--- src/rtl/qf_pkg.sv ---
package qf_pkg;
  typedef enum logic [1:0] {
    MODE_PULSE = 2'd0,
    MODE_X1    = 2'd1,
    MODE_X2    = 2'd2,
    MODE_X4    = 2'd3
  } dec_mode_t;
endpackage

--- src/rtl/qf_prescaler.sv ---
module qf_prescaler #(
  parameter int PSC_W = 8
) (
  input  logic             clk,
  input  logic             rst_n,
  input  logic             load,
  input  logic [PSC_W-1:0] value,
  output logic             tick
);
  logic [PSC_W-1:0] div_q;
  logic [PSC_W-1:0] cnt_q;

  always_ff @(posedge clk) begin
    if (!rst_n) begin
      div_q <= '0;
      cnt_q <= '0;
    end else if (load) begin
      div_q <= value;
      cnt_q <= '0;
    end else if (cnt_q == div_q) begin
      cnt_q <= '0;
    end else begin
      cnt_q <= cnt_q + 1'b1;
    end
  end

  assign tick = (cnt_q == div_q) && !load;


  tick_spacing_chk: assert property (@(posedge clk) disable iff (!rst_n)
    (tick && div_q != '0) |=> !tick);
endmodule

--- src/rtl/qf_filter.sv ---
module qf_filter #(
  parameter int         N          = 3,
  parameter logic [N-1:0] NOISE_MASK = '1
) (
  input  logic         clk,
  input  logic         rst_n,
  input  logic         tick,
  input  logic [N-1:0] raw,
  output logic [N-1:0] clean,
  output logic         glitch
);
  logic [N-1:0] reject;

  for (genvar i = 0; i < N; i++) begin : g_lane
    logic cand_q;
    logic clean_q;
    always_ff @(posedge clk) begin
      if (!rst_n) begin
        cand_q  <= 1'b0;
        clean_q <= 1'b0;
      end else if (tick) begin
        cand_q <= raw[i];
        if (raw[i] == cand_q) clean_q <= raw[i];
      end
    end
    assign reject[i] = tick && (raw[i] != cand_q) && (cand_q != clean_q);
    assign clean[i]  = clean_q;
  end

  always_ff @(posedge clk) begin
    if (!rst_n) glitch <= 1'b0;
    else        glitch <= |(reject & NOISE_MASK);
  end


  hold_between_ticks_chk: assert property (@(posedge clk) disable iff (!rst_n)
    !tick |=> $stable(clean));
endmodule

--- src/rtl/qf_decoder.sv ---
module qf_decoder
  import qf_pkg::*;
(
  input  logic      clk,
  input  logic      rst_n,
  input  dec_mode_t mode,
  input  logic      ab_en,
  input  logic      idx_pol,
  input  logic      idx_sync,
  input  logic      fa,
  input  logic      fb,
  input  logic      fi,
  input  logic      glitch,
  input  logic      noise_clear,
  output logic      cnt_en,
  output logic      cnt_up,
  output logic      idx_hit,
  output logic      noise_err
);
  logic pa_q, pb_q, pl_q;
  logic a_ch, b_ch, step_up, quad, illegal, hit, dir, want, lvl, sync_ok;

  always_comb begin
    a_ch    = fa ^ pa_q;
    b_ch    = fb ^ pb_q;
    step_up = fa ^ pb_q;
    quad    = (mode != MODE_PULSE);
    illegal = quad && ab_en && a_ch && b_ch;
    dir     = step_up;
    hit     = 1'b0;
    unique case (mode)
      MODE_PULSE: begin hit = fa && !pa_q; dir = fb; end
      MODE_X1:    hit = a_ch && !b_ch && (fa == step_up);
      MODE_X2:    hit = a_ch && !b_ch;
      MODE_X4:    hit = a_ch ^ b_ch;
      default:    hit = 1'b0;
    endcase
    want    = ab_en && hit;
    lvl     = fi ~^ idx_pol;
    sync_ok = !(idx_sync && quad) || ((fa == idx_pol) && (fb == idx_pol));
  end

  always_ff @(posedge clk) begin
    if (!rst_n) begin
      pa_q <= 1'b0; pb_q <= 1'b0; pl_q <= 1'b0;
      cnt_en <= 1'b0; cnt_up <= 1'b0; idx_hit <= 1'b0; noise_err <= 1'b0;
    end else begin
      pa_q    <= fa;
      pb_q    <= fb;
      pl_q    <= lvl;
      cnt_en  <= want;
      if (want) cnt_up <= dir;
      idx_hit <= lvl && !pl_q && sync_ok;
      if (glitch || illegal) noise_err <= 1'b1;
      else if (noise_clear)  noise_err <= 1'b0;
    end
  end


  no_count_off_chk: assert property (@(posedge clk) disable iff (!rst_n)
    !ab_en |=> !cnt_en);

  illegal_step_chk: assert property (@(posedge clk) disable iff (!rst_n)
    (quad && ab_en && a_ch && b_ch) |=> (!cnt_en && noise_err));

  noise_sticky_chk: assert property (@(posedge clk) disable iff (!rst_n)
    (noise_err && !noise_clear) |=> noise_err);

  sync_gate_chk: assert property (@(posedge clk) disable iff (!rst_n)
    (idx_sync && quad && !(fa == idx_pol && fb == idx_pol)) |=> !idx_hit);

  pulse_dir_chk: assert property (@(posedge clk) disable iff (!rst_n)
    (mode == MODE_PULSE && ab_en && fa && !pa_q) |=> (cnt_en && cnt_up == $past(fb)));
endmodule

--- src/rtl/quad_front.sv ---
module quad_front
  import qf_pkg::*;
#(
  parameter int PSC_W = 8
) (
  input  logic             clk,
  input  logic             rst_n,
  input  logic             in_a,
  input  logic             in_b,
  input  logic             in_idx,
  input  logic [1:0]       mode,
  input  logic             ab_enable,
  input  logic             idx_pol,
  input  logic             idx_sync,
  input  logic             psc_load,
  input  logic [PSC_W-1:0] psc_value,
  input  logic             noise_clear,
  output logic             cnt_en,
  output logic             cnt_up,
  output logic             idx_hit,
  output logic             noise_err
);
  localparam int LANES = 3;
  localparam logic [LANES-1:0] AB_ONLY = 3'b011;

  logic             tick;
  logic [LANES-1:0] clean;
  logic             glitch;
  dec_mode_t        mode_e;

  assign mode_e = dec_mode_t'(mode);

  qf_prescaler #(.PSC_W(PSC_W)) u_psc (
    .clk(clk), .rst_n(rst_n), .load(psc_load), .value(psc_value), .tick(tick)
  );

  qf_filter #(.N(LANES), .NOISE_MASK(AB_ONLY)) u_flt (
    .clk(clk), .rst_n(rst_n), .tick(tick),
    .raw({in_idx, in_b, in_a}), .clean(clean), .glitch(glitch)
  );

  qf_decoder u_dec (
    .clk(clk), .rst_n(rst_n), .mode(mode_e), .ab_en(ab_enable),
    .idx_pol(idx_pol), .idx_sync(idx_sync),
    .fa(clean[0]), .fb(clean[1]), .fi(clean[2]),
    .glitch(glitch), .noise_clear(noise_clear),
    .cnt_en(cnt_en), .cnt_up(cnt_up), .idx_hit(idx_hit), .noise_err(noise_err)
  );


  reset_quiet_chk: assert property (@(posedge clk)
    !rst_n |=> (!cnt_en && !idx_hit && !noise_err));
endmodule

--- config.mk ---
export PLATFORM = sky130hd
export DESIGN_NAME = quad_front
export DESIGN_NICKNAME = d
export VERILOG_FILES = /design/src/rtl/qf_pkg.sv /design/src/rtl/qf_prescaler.sv /design/src/rtl/qf_filter.sv /design/src/rtl/qf_decoder.sv /design/src/rtl/quad_front.sv
export SDC_FILE = /design/constraint.sdc
export NUM_CORES = 1
export LEC_CHECK = 0
export BUFFER_PORTS_ARGS = -buffer_cell sky130_fd_sc_hd__buf_4
export CORE_MARGIN = 4
export CORE_UTILIZATION = 43
export DETAILED_ROUTE_END_ITERATION = 10
export GPL_ROUTABILITY_DRIVEN = 0
export GPL_TIMING_DRIVEN = 0
export PLACE_DENSITY_LB_ADDON = 0.3
export SYNTH_ARGS = -nofsm -noshare
export SYNTH_HDL_FRONTEND = slang
export SYNTH_SLANG_ARGS = --single-unit
--- constraint.sdc ---
create_clock -name clk -period 4.67 [get_ports clk]
set_clock_uncertainty 0.05 [all_clocks]
set_input_delay 0.934 -clock clk [delete_from_list [all_inputs] [get_ports clk]]
set_output_delay 0.934 -clock clk [all_outputs]
set_load 0.005 [all_outputs]
==> flow_metrics.env <==
export IMPL_status="completed"
export IMPL_final_hold_viol_count=0
export IMPL_report_final_setup_viol=0
export IMPL_synth_edff_count=0
export IMPL_grt_first_pass_wirelength_um=5050
export IMPL_placed_cells=216
export IMPL_finalMaxSlewViolations=0
export IMPL_postCtsHoldBufs=0
export IMPL_synth_seq_area_share_pct=41.49
export IMPL_antenna_cells_inserted=0
export IMPL_worst_ep_arrival_time_ps=2170
export IMPL_clockRootBuffer="sky130_fd_sc_hd__clkbuf_4"
export IMPL_fillers=287
export IMPL_grt_max_degree=11
export IMPL_synth_seq_cells=30
export IMPL_total_leakage_power_nw=0.7116
export IMPL_slowest_stage="sky130_fd_sc_hd__mux4_2"
export IMPL_clkLatencyLatePin_ps=320
export IMPL_max_freq_mhz=510.2
export IMPL_cts_path_max_buffers=2
export IMPL_power_ir_vdd_worst_mv=0.1617
export IMPL_grt_use_total_pct=15.11
export IMPL_worstHoldPathType="register to register"
export IMPL_grt_remaining_overflow=0
export IMPL_grt_setup_unrepaired="false"
export IMPL_finalCoreUtilization_pct=55.24
export IMPL_async_flop_share_pct=0
export IMPL_timing_critical_path_fanout_max=8
export IMPL_timing_critical_path_from_type="register"
export IMPL_drtAntennaViolNets=0
export IMPL_worstMarginPinSlew_ps=446.0
export IMPL_crit_path_cell_trace="clkbuf_1 > xnor2_1 > ha_1 > nor2b_1 > mux4_2 > nand2_1 > mux2i_1"
export IMPL_grt_pass1_vias=1196
export IMPL_critical_path_required_ps=4880
export IMPL_cts_max_level=2
export IMPL_finalHoldWorstSlack_ps=354.9
export IMPL_final_period_minus_worst_setup_slack_ps=1960
export IMPL_number_of_top_level_design_ports=24
export IMPL_path_class="register to register"
export IMPL_post_cts_resized_instances=0
export IMPL_synth_top_cells_by_area="sky130_fd_sc_hd__dfxtp_1, sky130_fd_sc_hd__xnor2_2, sky130_fd_sc_hd__mux2i_1"
export IMPL_synth_cell_type_count=34
export IMPL_critPathBufInv=1
export IMPL_synth_cells=150
export IMPL_number_of_rows_created_at_floorplan=20
export IMPL_dr_pass1_iters=4
export IMPL_synth_top_area_share_pct=41.49
export IMPL_routed_via_density=5.183
export IMPL_setup_ws_ps=2710
export IMPL_floorplan_die_area_mm2=0.004359
export IMPL_syn_area_mm2=0.001448
export IMPL_syn2layout_area_growth_pct=19.36
export IMPL_drive_gt1_share_pct=24.44
export IMPL_timing_final_crit_share_pct=41.97
export IMPL_power_density_mw_per_mm2=289.0
export IMPL_syn_nets=173
export IMPL_post_cts_buffers=0
export IMPL_dpl_worst_slack_ps=2484
export IMPL_clock_sink_count=30
export IMPL_wire_per_inst_um=12.84
export IMPL_route_final_wire_length_um=2877
export IMPL_routed_via_count=1161
export IMPL_critical_path_max_stage_delay_ps=450
export IMPL_grt_antenna_before_repair=0
export IMPL_finalSetupTns_ps=0
export IMPL_maxCapViolations=0
export IMPL_maxSlewHeadroom_pct=70.27
export IMPL_syn_area_per_cell_um2=9.651
export IMPL_timing_reg2reg_setup_slack_ps=2710
export IMPL_yosys_top_cells_count="sky130_fd_sc_hd__dfxtp_1, sky130_fd_sc_hd__nor2_1, sky130_fd_sc_hd__mux2i_1"
export IMPL_worst_setup_hold_path_clk_slew_ps=90
export IMPL_finish_cell_count_without_fillers=224
export IMPL_die_height_um=66.02
export IMPL_die_x_um=66.02
export IMPL_initialDrtViolationCount=38
export IMPL_remaining_drc_errors=0
export IMPL_post_dp_hpwl_um=2281
export IMPL_floorplan_initialDensity_pct=46.28
export IMPL_synth_top_flop_cell="sky130_fd_sc_hd__dfxtp_1"
export IMPL_crit_family="multiplexers"
export IMPL_core_area_mm2=0.003128
export IMPL_synthesis_yosys_warnings=0
export IMPL_final_net_count=202
export IMPL_number_of_buffers_created_by_cts=5
export IMPL_post_synth_top_count_cell="sky130_fd_sc_hd__dfxtp_1"
export IMPL_clock_tree_from_tritoncts="yes"
export IMPL_port_buffers=22
export IMPL_crit_path_end_kind="register"
export IMPL_synth_top_cell_by_area="sky130_fd_sc_hd__dfxtp_1"
==> registers in the layout (all words and copies together) (netlist names) <==
register,flops
u_psc.cnt_q,8
u_psc.div_q,8
u_flt.g_lane.cand_q,3
u_flt.g_lane.clean_q,3
u_dec.cnt_en,1
u_dec.cnt_up,1
u_dec.idx_hit,1
u_dec.noise_err,1
u_dec.pa_q,1
u_dec.pb_q,1
u_dec.pl_q,1
u_flt.glitch,1
==> power by group <==
part           switching, W   total, W  leakage (nW)  internal [W]
clock network     0.0000839   0.000157        0.0353     0.0000728
logic             0.0000365  0.0000705         0.432     0.0000340
registers        0.00000821   0.000272         0.244      0.000264
total              0.000129   0.000499         0.712      0.000371
==> worst paths after layout <==
path | start | to | depth (start not counted)
hold / removal | u_dec.pl_q$_SDFF_PN0_ | u_dec.idx_hit$_SDFF_PN0_ | 1
setup / recovery | u_flt.g_lane[1].clean_q$_SDFFE_PN0P_ | u_dec.cnt_up$_SDFFE_PN0P_ | 7
setup reg to reg | u_flt.g_lane[1].clean_q$_SDFFE_PN0P_ | u_dec.cnt_up$_SDFFE_PN0P_ | 7
hold reg to reg | u_dec.pl_q$_SDFF_PN0_ | u_dec.idx_hit$_SDFF_PN0_ | 1
==> cell usage in the layout (no fill, tap or decap), types with 6 or more instances in the layout <==
cell / Yosys / routed
sky130_fd_sc_hd__dfxtp_1: 30 / 30
sky130_fd_sc_hd__nor2_1: 23 / 23
sky130_fd_sc_hd__buf_4: 0 / 22
sky130_fd_sc_hd__mux2i_1: 9 / 9
sky130_fd_sc_hd__nand3_1: 8 / 8
sky130_fd_sc_hd__a21oi_1: 7 / 7
sky130_fd_sc_hd__xnor2_2: 7 / 7
sky130_fd_sc_hd__inv_1: 6 / 6
sky130_fd_sc_hd__xor2_1: 6 / 6
sky130_fd_sc_hd__nand2_1: 6 / 6
==> metal layers <==
layer	GRT usage, %	part of all wire (%)	up-vias
met5	0	0	-
met4	8.376	1.7	0
met3	6.122	8.0	8
met2	25.91	49	40
met1	15.52	41	522
li1	-	-	591
==> area by class of cell <==
type	count	area, um2	area share, %
sequential	30	600.6	34.76
buffer	5	20.02	1.159
multi-input combinational	109	804.5	46.56
timing repair buffer	22	165.2	9.558
tap	44	55.05	3.186
clock buffer	7	55.05	3.186
inverter	6	22.52	1.303
clock inverter	1	5.005	0.2896
==> metrics by stage <==
step / total power (W) / area, um2
after global routing: 0.0005275 / 1728
after detailed placement: 0.0003489 / 1668
after floorplan: 0.0003225 / 1448
final: 0.0004993 / 1728
after CTS: 0.0005071 / 1728
after global placement: 0.0003461 / 1668
==> kinds of logic (layout without fill, tap and decap cells) <==
group / count (synthesis) / in the layout / share of synthesized area (%)
buffers and inverters: 11 / 41 / 2.938
adder cells (fa/ha/maj): 3 / 3 / 2.593
multiplexers: 10 / 10 / 7.779
XOR/XNOR: 17 / 17 / 13.92
flip-flops: 30 / 30 / 41.49
AND/OR/NAND/NOR: 57 / 57 / 20.83
AO/OA/AOI/OAI: 22 / 22 / 10.46
==> worst reg2reg max path, delay by kind of cell (launching register included) <==
family | cells | cell delay, ps
xor gates and xnor gates | 1 | 160
adders and majority gates | 1 | 210
buffers and inverters | 1 | 290
DFF | 1 | 310
muxes | 2 | 630
and+or+nand+nor | 2 | 260
Power figures use the tool's default switching activity.
